[src/rtl/phy_dly_pkg.sv]
package phy_dly_pkg;

   // control word field positions
   localparam int ADDR_W    = 6;
   localparam int BYTE_W    = 8;
   localparam int WORD_W    = 32;
   localparam int ADDR_LSB  = 0;
   localparam int WDAT_LSB  = 8;
   localparam int RDAT_LSB  = 16;
   localparam int WREQ_BIT  = 24;
   localparam int RREQ_BIT  = 25;
   localparam int ACK_BIT   = 26;

   // implemented delay slots: a low contiguous run, a gap, then a high run
   localparam int LOW_LAST  = 8;
   localparam int HIGH_FIRST = 11;
   localparam int HIGH_LAST = 13;
   localparam int NUM_SLOTS = (LOW_LAST + 1) + (HIGH_LAST - HIGH_FIRST + 1);
   localparam int SLOT_IW   = $clog2(NUM_SLOTS);
   localparam int DLY_W     = NUM_SLOTS * BYTE_W;

   typedef struct packed {
      logic               hit;
      logic [SLOT_IW-1:0] idx;
   } slot_sel_t;

   function automatic slot_sel_t slot_decode(input logic [ADDR_W-1:0] a);
      slot_sel_t s;
      s.hit = 1'b0;
      s.idx = '0;
      if (int'(a) <= LOW_LAST) begin
         s.hit = 1'b1;
         s.idx = SLOT_IW'(a);
      end else if (int'(a) >= HIGH_FIRST && int'(a) <= HIGH_LAST) begin
         s.hit = 1'b1;
         s.idx = SLOT_IW'(int'(a) - HIGH_FIRST + LOW_LAST + 1);
      end
      return s;
   endfunction

endpackage

[src/rtl/phy_dly_csr.sv]
module phy_dly_csr
   import phy_dly_pkg::*;
(
   input  logic              clk,
   input  logic              rst_n,
   input  logic              bus_we,
   input  logic [WORD_W-1:0] bus_wdata,
   input  logic              ack,
   input  logic [BYTE_W-1:0] rdata,
   output logic [WORD_W-1:0] bus_rdata,
   output logic [ADDR_W-1:0] addr,
   output logic [BYTE_W-1:0] wdata,
   output logic              wr_req,
   output logic              rd_req
);

   logic unused_wbits;
   assign unused_wbits = ^{bus_wdata[WORD_W-1:ACK_BIT], bus_wdata[RDAT_LSB+BYTE_W-1:RDAT_LSB],
                           bus_wdata[WDAT_LSB-1:ADDR_LSB+ADDR_W]};

   always_ff @(posedge clk or negedge rst_n) begin
      if (!rst_n) begin
         addr   <= '0;
         wdata  <= '0;
         wr_req <= 1'b0;
         rd_req <= 1'b0;
      end else if (bus_we) begin
         addr   <= bus_wdata[ADDR_LSB +: ADDR_W];
         wdata  <= bus_wdata[WDAT_LSB +: BYTE_W];
         wr_req <= bus_wdata[WREQ_BIT];
         rd_req <= bus_wdata[RREQ_BIT];
      end
   end

   always_comb begin
      bus_rdata = '0;
      bus_rdata[ADDR_LSB +: ADDR_W] = addr;
      bus_rdata[WDAT_LSB +: BYTE_W] = wdata;
      bus_rdata[RDAT_LSB +: BYTE_W] = rdata;
      bus_rdata[WREQ_BIT]           = wr_req;
      bus_rdata[RREQ_BIT]           = rd_req;
      bus_rdata[ACK_BIT]            = ack;
   end

endmodule

[src/rtl/phy_dly_seq.sv]
module phy_dly_seq
   import phy_dly_pkg::*;
(
   input  logic              clk,
   input  logic              rst_n,
   input  logic              wr_req,
   input  logic              rd_req,
   input  logic              done,
   input  logic [BYTE_W-1:0] bank_rdata,
   output logic              start,
   output logic              op_wr,
   output logic              ack,
   output logic [BYTE_W-1:0] rdata
);

   typedef enum logic [1:0] {S_IDLE, S_BUSY, S_ACKD} seq_state_t;

   seq_state_t state_q, state_d;
   logic       op_rd_q;
   logic       legal_req;

   // exactly one request flag: a simultaneous pair is rejected
   assign legal_req = wr_req ^ rd_req;
   assign start     = (state_q == S_IDLE) && legal_req;
   assign op_wr     = wr_req;
   assign ack       = (state_q == S_ACKD);

   always_comb begin
      state_d = state_q;
      unique case (state_q)
         S_IDLE: if (legal_req) state_d = S_BUSY;
         S_BUSY: if (done) state_d = S_ACKD;
         S_ACKD: if (!wr_req && !rd_req) state_d = S_IDLE;
         default: state_d = S_IDLE;
      endcase
   end

   always_ff @(posedge clk or negedge rst_n) begin
      if (!rst_n) begin
         state_q <= S_IDLE;
         op_rd_q <= 1'b0;
         rdata   <= '0;
      end else begin
         state_q <= state_d;
         if (start) op_rd_q <= rd_req;
         if (state_q == S_BUSY && done && op_rd_q) rdata <= bank_rdata;
      end
   end

endmodule

[src/rtl/phy_dly_bank.sv]
module phy_dly_bank
   import phy_dly_pkg::*;
#(
   parameter int ACK_LAT = 3,
   parameter logic [BYTE_W-1:0] RST_VAL = '0
) (
   input  logic              clk,
   input  logic              rst_n,
   input  logic              start,
   input  logic              op_wr,
   input  logic [ADDR_W-1:0] addr,
   input  logic [BYTE_W-1:0] wdata,
   output logic              done,
   output logic [BYTE_W-1:0] rdata,
   output logic [DLY_W-1:0]  dly
);

   localparam int CNT_W = (ACK_LAT < 2) ? 1 : $clog2(ACK_LAT);

   logic              busy_q;
   logic [CNT_W-1:0]  cnt_q;
   logic              wr_q;
   logic [ADDR_W-1:0] addr_q;
   logic [BYTE_W-1:0] wdat_q;
   slot_sel_t         sel;

   assign sel  = slot_decode(addr_q);
   assign done = busy_q && (cnt_q == '0);

   always_ff @(posedge clk or negedge rst_n) begin
      if (!rst_n) begin
         busy_q <= 1'b0;
         cnt_q  <= '0;
         wr_q   <= 1'b0;
         addr_q <= '0;
         wdat_q <= '0;
      end else if (start) begin
         busy_q <= 1'b1;
         cnt_q  <= CNT_W'(ACK_LAT - 1);
         wr_q   <= op_wr;
         addr_q <= addr;
         wdat_q <= wdata;
      end else if (done) begin
         busy_q <= 1'b0;
      end else if (busy_q) begin
         cnt_q <= cnt_q - 1'b1;
      end
   end

   logic [BYTE_W-1:0] slot_q [NUM_SLOTS];

   for (genvar k = 0; k < NUM_SLOTS; k++) begin : g_slot
      always_ff @(posedge clk or negedge rst_n) begin
         if (!rst_n)
            slot_q[k] <= RST_VAL;
         else if (done && wr_q && sel.hit && sel.idx == SLOT_IW'(k))
            slot_q[k] <= wdat_q;
      end
      assign dly[k*BYTE_W +: BYTE_W] = slot_q[k];
   end

   always_comb begin
      rdata = '0;
      for (int k = 0; k < NUM_SLOTS; k++)
         if (sel.hit && sel.idx == SLOT_IW'(k)) rdata = slot_q[k];
   end

endmodule

[src/rtl/phy_dly_port.sv]
module phy_dly_port
   import phy_dly_pkg::*;
#(
   parameter int ACK_LAT      = 3,
   parameter int MAX_WAIT_CYC = 2500
) (
   input  logic              clk,
   input  logic              rst_n,
   input  logic              bus_we,
   input  logic [31:0]       bus_wdata,
   output logic [31:0]       bus_rdata,
   output logic [95:0]       phy_dly_o
);

   if (ACK_LAT < 1) begin : g_bad_lat
      $error("ACK_LAT must be at least 1");
   end
   if (ACK_LAT + 1 > MAX_WAIT_CYC) begin : g_bad_budget
      $error("ACK_LAT exceeds the host wait budget");
   end
   if (DLY_W != 96) begin : g_bad_dly
      $error("delay vector width mismatch");
   end

   logic [ADDR_W-1:0] csr_addr;
   logic [BYTE_W-1:0] csr_wdata;
   logic              csr_wr, csr_rd;
   logic              seq_start, seq_op_wr, seq_ack;
   logic [BYTE_W-1:0] seq_rdata, bank_rdata;
   logic              bank_done;

   phy_dly_csr u_csr (
      .clk       (clk),
      .rst_n     (rst_n),
      .bus_we    (bus_we),
      .bus_wdata (bus_wdata),
      .ack       (seq_ack),
      .rdata     (seq_rdata),
      .bus_rdata (bus_rdata),
      .addr      (csr_addr),
      .wdata     (csr_wdata),
      .wr_req    (csr_wr),
      .rd_req    (csr_rd)
   );

   phy_dly_seq u_seq (
      .clk        (clk),
      .rst_n      (rst_n),
      .wr_req     (csr_wr),
      .rd_req     (csr_rd),
      .done       (bank_done),
      .bank_rdata (bank_rdata),
      .start      (seq_start),
      .op_wr      (seq_op_wr),
      .ack        (seq_ack),
      .rdata      (seq_rdata)
   );

   phy_dly_bank #(.ACK_LAT(ACK_LAT)) u_bank (
      .clk   (clk),
      .rst_n (rst_n),
      .start (seq_start),
      .op_wr (seq_op_wr),
      .addr  (csr_addr),
      .wdata (csr_wdata),
      .done  (bank_done),
      .rdata (bank_rdata),
      .dly   (phy_dly_o)
   );

endmodule

[config.mk]
export PLATFORM = sky130hd
export DESIGN_NAME = phy_dly_port
export DESIGN_NICKNAME = d
export VERILOG_FILES = /design/src/rtl/phy_dly_pkg.sv /design/src/rtl/phy_dly_csr.sv /design/src/rtl/phy_dly_seq.sv /design/src/rtl/phy_dly_bank.sv /design/src/rtl/phy_dly_port.sv
export SDC_FILE = /design/constraint.sdc
export NUM_CORES = 1
export LEC_CHECK = 0
export ABC_AREA = 1
export BUFFER_PORTS_ARGS = -buffer_cell sky130_fd_sc_hd__buf_2
export CAP_MARGIN = 20
export CORE_ASPECT_RATIO = 1.25
export CORE_MARGIN = 3
export CORE_UTILIZATION = 58
export DETAILED_ROUTE_END_ITERATION = 16
export PLACE_DENSITY = 0.92
export SYNTH_ARGS = -nofsm -noshare
export SYNTH_HDL_FRONTEND = slang
export SYNTH_HIERARCHICAL = 1
export SYNTH_SLANG_ARGS = --single-unit
[constraint.sdc]
create_clock -name clk -period 5.05 [get_ports clk]
set_input_delay 1.01 -clock clk [delete_from_list [all_inputs] [get_ports clk]]
set_output_delay 1.01 -clock clk [all_outputs]
set_load 0.005 [all_outputs]
Word level (Yosys, flattened, before mapping)
Cells that the tools add are included.
{"block": "word_totals", "register_bits": 141, "input_bits": 35, "output_inout_bits": 128, "elab_cells": 113}
{"block": "classes", "n_addsub": 4, "order_cmp": 3, "eq_ne": 17, "mux": 23, "bitwise_logic": 1, "n_reduce_logical": 41}
{"operator": "$mux 8", "n": 12}
{"operator": "$logic_and 1x1->1", "n": 32}
{"operator": "$eq 4x3->1 const B", "n": 4}
{"operator": "$eq 4x4->1 const B", "n": 4}
{"operator": "$le 6x4->1 const B", "n": 2}
{"operator": "$mux 2", "n": 6}
{"operator": "$mux 5", "n": 2}
{"operator": "$eq 4x2->1 const B", "n": 2}
{"operator": "$ge 6x4->1 const B", "n": 1}
{"operator": "$ne 2x1->1 const B", "n": 3}
{"operator": "$pmux 2 s3", "n": 1}
{"operator": "$add 4x2->4 const B", "n": 1}
{"operator": "$add 4x4->4 const B", "n": 1}
{"operator": "$eq 4x1->1 const B", "n": 1}
{"operator": "$logic_not 2->1", "n": 2}
{"operator": "$logic_not 4->1", "n": 1}
{"operator": "$reduce_bool 2->1", "n": 2}
{"operator": "$sub 4x4->4 const B", "n": 1}
{"operator": "$reduce_and 3->1", "n": 1}
{"operator": "$eq 2x1->1 const B", "n": 1}
{"operator": "$eq 2x2->1 const B", "n": 1}
{"operator": "$logic_not 1->1", "n": 2}
{"operator": "$mux 1", "n": 2}
{"operator": "$ne 2x2->1 const B", "n": 1}
{"operator": "other kinds (3)", "n": 3}

Logic depth before layout (Yosys ltp)
Gate-level depths: netlist (run 1).
{"block": "logic_depth", "ltp_word": 19, "depth_mapped": 19, "ltp_nobuf": 19}

By module
Netlist (run 1), hierarchy kept.
{"module": "phy_dly_bank", "instances": 1, "cells_each": 634, "area_per_inst_um2": 5308.8, "seq_area_each_um2": 2852.7}
{"module": "phy_dly_csr", "instances": 1, "cells_each": 101, "area_per_inst_um2": 888.4, "seq_area_each_um2": 400.4}
{"module": "phy_dly_seq", "instances": 1, "cells_each": 56, "area_per_inst_um2": 501.7, "seq_area_each_um2": 275.3}

Worst setup path after synthesis (run 1)
OpenSTA, ideal clock, no wires.
{"block": "synth_timing", "path_kind": "reg2reg", "startpoint": "register u_bank.addr_q[4]", "endpoint": "register u_seq.rdata[1]", "arrival_time_ns": 1.907, "t_required_ns": 4.932, "slack_ns": 3.025, "stages_incl_launch_ff": 20, "n_path_buf": 1, "cell_sequence": "dfrtp_1 -> nor2_2 -> nand2_1 -> inv_2 -> nand2_2 -> nand3_1 -> nand2_1 -> nor2_1 -> nor2_4 -> inv_2 -> nor2_1 -> buf_2 -> a21oi_1 -> nand3_1 -> nand2_1 -> nand3_1 -> nand2_1 -> nand3_1 -> nand4_1 -> nand2_1"}
{"block": "synth_via", "elab_chain_cells": 18}
{"item": "start: declaration", "line_no": "phy_dly_bank.sv:23", "rtl": "logic [ADDR_W-1:0] addr_q;"}
{"item": "start signal: assignment", "line_no": "phy_dly_bank.sv:41", "rtl": "addr_q <= addr;"}
{"item": "$ge 6x4->1 / $le 6x4->1 (equally long branches)", "line_no": "phy_dly_pkg.sv:34", "rtl": "end else if (int'(a) >= HIGH_FIRST && int'(a) <= HIGH_LAST) begin"}
{"item": "$logic_and 1x1->1", "line_no": "phy_dly_pkg.sv:34"}
{"item": "$mux 5", "line_no": "phy_dly_pkg.sv:34"}
{"item": "$mux 5 (*)", "line_no": "phy_dly_pkg.sv:31", "rtl": "if (int'(a) <= LOW_LAST) begin"}
{"item": "$logic_not 4->1", "line_no": "phy_dly_bank.sv:65", "rtl": "if (sel.hit && sel.idx == SLOT_IW'(k)) rdata = slot_q[k];"}
{"item": "$logic_and 1x1->1", "line_no": "phy_dly_bank.sv:65"}
{"item": "$mux 8 (11 in a row)", "line_no": "phy_dly_bank.sv:65"}
{"item": "$mux 8 (*)", "line_no": "phy_dly_bank.sv:65"}
{"item": "net bank_rdata[1]", "line_no": "phy_dly_port.sv:29", "rtl": "logic [BYTE_W-1:0] seq_rdata, bank_rdata;"}
{"item": "end signal: assignment", "line_no": "phy_dly_seq.sv:46", "rtl": "if (state_q == S_BUSY && done && op_rd_q) rdata <= bank_rdata;"}
{"item": "end: declaration", "line_no": "phy_dly_seq.sv:13", "rtl": "output logic [BYTE_W-1:0] rdata"}
Mark *: on every way through the listed nets, which the timed path passes. The rest lies on a longest branch.
A chain may end at the register's enable or synchronous reset.

Final worst setup path (run 1)
{"block": "layout_timing", "startpoint": "register u_bank.addr_q[4]", "endpoint": "register u_bank.slot_q (netlist bit u_bank/dly[53])"}
{"block": "layout_via", "elab_chain_cells": 6}
{"item": "$ge 6x4->1 / $le 6x4->1 (equally long branches)", "line_no": "phy_dly_pkg.sv:34"}
{"item": "$logic_and 1x1->1", "line_no": "phy_dly_pkg.sv:34"}
{"item": "$mux 5", "line_no": "phy_dly_pkg.sv:34"}
{"item": "$mux 5 (*)", "line_no": "phy_dly_pkg.sv:31"}
{"item": "$eq 4x3->1 / $logic_and 1x1->1 (equally long branches)", "line_no": "phy_dly_bank.sv:56", "rtl": "else if (done && wr_q && sel.hit && sel.idx == SLOT_IW'(k))"}
{"item": "$logic_and 1x1->1 (*)", "line_no": "phy_dly_bank.sv:56"}
{"item": "end signal: indexed assignment", "line_no": "phy_dly_bank.sv:57", "rtl": "slot_q[k] <= wdat_q;"}
{"item": "end: declaration", "line_no": "phy_dly_bank.sv:50", "rtl": "logic [BYTE_W-1:0] slot_q [NUM_SLOTS];"}
Mark *: on every way between the ends. The rest lies on a longest branch, timed or not.

==> results.cfg, run 1 <==
[finish]
multi_input_area_um2 = 2524
antenna_cells = 0
drive_gt1_frac = 0.2436
utilization = 0.6986
fillers = 829
finalNonFillerCells = 1038
nNetsFinal = 928
seq_area_um2 = 3528
area_growth_pct = 16.70

[detailed_routing]
drt-initial-drc-count = 617
wl_met1_um = 6656
met2WireLength_um = 8885
wl_per_cell_um = 17.38
antenna_left = 0
drc = 0
wirelength_um = 18040
viasPerCell = 5.769
routed.top_layer = met4
first_pass_iters = 6
dr_wl_met3_um = 1630
vias = 5988

[die]
dieWidth_um = 102.1
die_y_um = 126.2
core_area_um2 = 11190
pin_count = 163
start_util = 0.5986
die_area_um2 = 12880
rows = 43

[logic_synthesis]
synth_ff_type = dfrtp_1
synth_compound_area_frac = 0.1037
synth-seq-cells = 141
async_flop_share = 1.000
yosys-top-cells-area = dfrtp_1 53%, nand2_1 15%, o21ai_0 6.6%, nand4_1 4.6%, buf_4 4.0%
synthXorXnorAreaFrac = 0
synth_cells = 791
synthAdderAreaFrac = 0.005603
yosysMostFrequentCell = nand2_1
synth-seq-area-share = 0.5267
netlist_area_um2 = 6699
yosys.area_share.simple = 0.2635
synth_top_family_by_area = simple AND/OR/NAND/NOR gates
yosys_warnings = 6
synth.top_cell.area_share = 0.5267
syn_area_per_cell_um2 = 8.469
synth.distinct_cells = 30
synth_edf_count = 0
yosys-top-cells-count = 264 x nand2_1, 141 x dfrtp_1, 89 x o21ai_0
synth_largest_area_cell = dfrtp_1
synth_mux_area_frac = 0

[worst_setup_path]
crit_family = simple AND/OR/NAND/NOR gates
crit_slowest_cell = nor2_1
crit_buf_inv = 2
crit_path_end_kind = flip-flop
path_class = flip-flop to flip-flop
crit_chain = nor2_2 -> nand2_1 -> inv_2 -> nand3_1 -> a21oi_2 -> inv_1 -> nor2_1 -> nand2_1 -> nand2_1 -> o21ai_0
start_kind = flip-flop
cp_max_fo = 16
critPathArrivalTime_ns = 3.45
critPathMaxStageDelay_ns = 0.64
cp_common_cell = nand2_1
worstPathRequired_ns = 5.30

[global_route]
track_usage = 0.2873
grt_overflow = 0
grt_pass1_vias = 5462
antenna_found_initial = 0
grt_first_pass_wirelength_um = 28430
grt_max_degree = 109

[sta]
max-slew-margin-rel = 0.3683
worstMarginPinSlew_ns = 0.9476
drv_slew = 0
fmax_mhz = 313.2
hold_violations = 0
period_minus_slack_ns = 3.193
setup_viol = 0
fin_skew_ns = 0.009432
rsz0062_at_grt = no
period_share = 0.6323
setup_tns_ns = 0

[placed_design]
dp_cells = 1006
port_buffers = 139
gp_congestion = 0.8905
post-dp-hpwl_um = 11670

[cts]
cts_hold_buf = 0
cts_resized = 0
postCtsSetupBuffers = 0
cts_tree = done
cts_root_buffer = clkbuf_16
insertion_delay_ns = 0.42
cts_made_buffers = 17
cts.sinks = 141
clk_path_buf_depth = 2
clk_pin_slew_ns = 0.06
htreeDepth = 4

[outcome]
status = finished clean

[run]
cap_viol_max_count = 0

[pwr]
p_leak_nw = 4.065
p_switching_mw = 1.406
seqPwrFrac = 0.371
pwr_density_cell_nw_per_um2 = 499.8
clkPwrFrac = 0.351
ir_drop_mv = 0.2659
internal_power_mw = 2.501
p_sw_frac = 0.3599
combPwrFrac = 0.279

[hold_path]
hp-class = flip-flop to flip-flop
[through the flow]
stage          worst slack [ns]  power [mW]  hold slack, ns  area (um^2)
3_5_place_dp              2.119       2.506          0.4614         7168
6_report                  1.857       3.907          0.4773         7818
4_1_cts                   2.000       3.891          0.4770         7818
3_3_place_gp              2.216       2.463          0.4594         7168
5_1_grt                   1.694       4.102          0.4971         7818
2_1_floorplan             3.025       2.193          0.4507         6721
[path summary, 6_finish.rpt]
| path | from | to | slack, ns | cells after the start |
|---|---|---|---|---|
| max | u_bank/addr_q[4]$_DFFE_PN0P_ | u_bank/dly[53]$_DFFE_PN0P_ | 1.86 | 10 |
| min | u_seq/rdata[2]$_DFFE_PN0P_ | u_seq/rdata[2]$_DFFE_PN0P_ | 0.48 | 2 |
| max reg2reg | u_bank/addr_q[4]$_DFFE_PN0P_ | u_bank/dly[53]$_DFFE_PN0P_ | 1.86 | 10 |
| min reg2reg | u_seq/rdata[2]$_DFFE_PN0P_ | u_seq/rdata[2]$_DFFE_PN0P_ | 0.48 | 2 |
| max in group asynchronous | rst_n | u_bank/wdat_q[0]$_DFFE_PN0P_ | 3.37 | 2 |
| min in group asynchronous | rst_n | u_bank/dly[44]$_DFFE_PN0P_ | 0.71 | 1 |
[per-layer routing]
metal / GRT usage / vias to the layer above
met5: 0 / -
met4: 0.1305 / 0
met3: 0.06205 / 83
met2: 0.4665 / 408
met1: 0.3658 / 2758
li1: - / 2739
[flip-flops by register name, summed over array words and instances (netlist names), 2 cells and up]
signal	cells
u_bank/addr_q	6
u_seq/rdata	8
u_csr/addr	6
u_bank/dly	96
u_seq/state_q	2
u_bank/wdat_q	8
u_csr/wdata	8
u_bank/cnt_q	2
[logic make-up (layout without fill, tap and decap cells)]
kind of cell,after synthesis,after routing
adder cells (fa/ha/maj),3,3
buffers and inverters,127,233
other,1,7
AO/OA/AOI/OAI,124,124
flip-flops,141,141
AND/OR/NAND/NOR,395,395
[worst reg2reg max path, stage by stage (launching register included)]
cell,delay (ns)
dfrtp_1,0.38
nor2_2,0.22
nand2_1,0.10
inv_2,0.07
nand3_1,0.13
a21oi_2,0.49
inv_1,0.18
nor2_1,0.64
nand2_1,0.50
nand2_1,0.22
o21ai_0,0.13
[layout make-up]
type                    count  share of cell area
well taps                 135             0.02161
inverters                  60             0.02945
clock buffers              22             0.05938
clock inverters            10             0.02369
multi-input cells         529              0.3228
flip-flops and latches    141              0.4513
repair buffers            141             0.09171
[power by group through the flow]
stage	logic, mW	clock network (mW)	registers [mW]
finish	1.09	1.37	1.45
global route	1.19	1.44	1.47
CTS	1.07	1.38	1.44
detailed placement	1.05	0	1.46
global placement	1.01	0	1.45
floorplan	0.764	0	1.43
[cell usage in the layout, fill, tap and decap left out, types with 8 or more instances in the layout]
cell type / netlist / routed
nand2_1: 264 / 264
dfrtp_1: 141 / 141
buf_2: 11 / 138
o21ai_0: 89 / 89
inv_1: 50 / 50
nand4_1: 49 / 49
nor2_1: 32 / 32
nand3_1: 18 / 18
clkbuf_16: 0 / 17
nand2_2: 13 / 13
o21a_1: 13 / 13
inv_2: 8 / 8
o21ai_2: 8 / 8
Note: power is estimated with default switching activity, not from simulation.
==> run 2, diff against run 1 <==
Settings changed: CORE_UTILIZATION 58 to 49, PLACE_DENSITY 0.92 to 0.83.
Clock period 5.05 ns to 2.8 ns, I/O delays scaled along.
==> run 2 against run 1 <==
- clock skew is 0.0013 ns lower
- worst hold slack worse by 0.29 ns
- critical endpoint is now u_bank/dly[90]$_DFFE_PN0P_
- wire length is 0.53% lower
==> results.cfg, run 2 (same netlist as run 1, synthesis figures left out) <==
[die]
die_area_um2 = 15120
dieWidth_um = 110.6
pin_count = 163
start_util = 0.5040
core_area_um2 = 13290
rows = 47
die_y_um = 136.7

[finish]
drive_gt1_frac = 0.2508
largest_reg_flops = 96
fillers = 1160
nNetsFinal = 938
final_area_um2 = 7930
area_growth_pct = 18.38
layout_commonest_cell = nand2_1
antenna_cells = 0
final_cell_mix = 264 x nand2_1, 141 x dfrtp_1, 138 x buf_2, 89 x o21ai_0, 50 x inv_1

[cts]
postCtsSetupBuffers = 0
cts.sinks = 141
insertion_delay_ns = 0.41
cts_resized = 0
clk_pin_slew_ns = 0.06
htreeDepth = 4
cts_hold_buf = 0
cts_made_buffers = 17
cts_root_buffer = clkbuf_16
cts_tree = done
clk_path_buf_depth = 2

[detailed_routing]
drc = 0
vias = 5831
wirelength_um = 17940
antenna_left = 0
drt-initial-drc-count = 512
first_pass_iters = 7
wl_per_cell_um = 16.55
viasPerCell = 5.379

[run]
cap_viol_max_count = 0

[worst_setup_path]
crit_family = simple AND/OR/NAND/NOR gates
worstPathRequired_ns = 3.07
crit_path_end_kind = flip-flop
cp_common_cell = nand2_2
path_class = flip-flop to flip-flop
r2r_slack_ns = 0.23
start_kind = flip-flop
startpoint = u_bank/addr_q[4]$_DFFE_PN0P_
crit_chain = nor2_2 -> nand2_1 -> inv_2 -> nand2_2 -> nand2_2 -> nand3_4 -> buf_4 -> nor2_4 -> inv_2 -> nor3_4 -> nand2_2 -> nand2_1 -> o21ai_2
reg2reg_from = u_bank/addr_q[4]$_DFFE_PN0P_
crit_buf_inv = 3
critPathMaxStageDelay_ns = 0.38
cp_max_fo = 27
critPathArrivalTime_ns = 2.84
crit_slowest_cell = dfrtp_1
worstReg2RegEnd = u_bank/dly[90]$_DFFE_PN0P_
ff2ff_path_depth = 13

[sta]
fin_skew_ns = 0.008115
period_minus_slack_ns = 2.566
rsz0062_at_grt = no
fmax_mhz = 389.7
worstMarginPinSlew_ns = 0.7751
setup_tns_ns = 0
setup_viol = 0
hold_violations = 0
drv_slew = 0
max-slew-margin-rel = 0.4833
period_share = 0.9164

[placed_design]
gp_congestion = 0.9348
port_buffers = 139
post-dp-hpwl_um = 12160
placed_area_um2 = 7288

[global_route]
grt_max_degree = 86
grt_overflow = 0
antenna_found_initial = 0
grt_first_pass_wirelength_um = 27790
grt_pass1_vias = 5375
track_usage = 0.2336

[hold_path]
hp-class = input pin to asynchronous set/reset pin

[pwr]
pwr_density_cell_nw_per_um2 = 887.0
p_leak_nw = 4.105
ir_drop_mv = 0.4920

[outcome]
status = finished clean
run 2: cell types whose count changed in the layout (fill, tap and decap cells not counted), sizes merged:
cell | before | now
inv | 60 | 59
clkinvlp | 1 | 2
buf | 141 | 151
run 2: routing by layer:
layer | up-vias | share of wire | global-route usage
met5 | - | 0 | 0
met4 | 0 | 0.032 | 0.1047
met3 | 47 | 0.063 | 0.04157
met2 | 286 | 0.50 | 0.4011
met1 | 2752 | 0.40 | 0.2903
li1 | 2746 | - | -
run 2: worst max-delay path by stage:
stage	endpoint	slack (ns)	cells after the start
detailed placement	u_bank/dly[91]$_DFFE_PN0P_	0.27	13
global route	u_seq/rdata[0]$_DFFE_PN0P_	0.04	17
global placement	u_bank/dly[91]$_DFFE_PN0P_	0.33	13
finish	u_bank/dly[90]$_DFFE_PN0P_	0.23	13
CTS	u_bank/dly[89]$_DFFE_PN0P_	0.24	13
floorplan	u_seq/rdata[1]$_DFFE_PN0P_	0.78	19
run 2: power by group:
group | internal, mW | leakage [nW] | switching (mW)
sequential | 2.35 | 1.90 | 0.257
clock | 1.61 | 0.305 | 0.832
combinational | 0.566 | 1.90 | 1.42
total | 4.52 | 4.10 | 2.51
run 2: cell type report:
class,count,area (um^2),area share
Clock inverter,10,187.7,0.02367
Sequential cell,141,3528,0.4449
Tap cell,171,214.0,0.02698
Clock buffer,22,454.2,0.05727
Timing Repair Buffer,151,792.0,0.09987
Multi-Input combinational cell,529,2524,0.3182
Inverter,60,230.2,0.02903
run 2: through the flow:
stage	hold WS (ns)	utilization	cells	worst slack, ns	power (mW)
floorplan	0.2644	-	797	0.7754	3.955
global placement	0.4607	0.5484	1052	0.3321	4.529
detailed placement	0.4692	0.5484	1052	0.2699	4.583
CTS	0.2340	0.5967	1084	0.2398	7.030
global route	0.2560	0.5967	1084	0.04148	7.371
finish	0.1848	0.5967	1084	0.2341	7.034
run 2: worst reg2reg max path: cells and delay by family (launching register included):
family / cells / cell delay, ns
compound gates: 1 / 0.06
buf+inv: 3 / 0.37
flops: 1 / 0.38
simple gates: 9 / 1.60
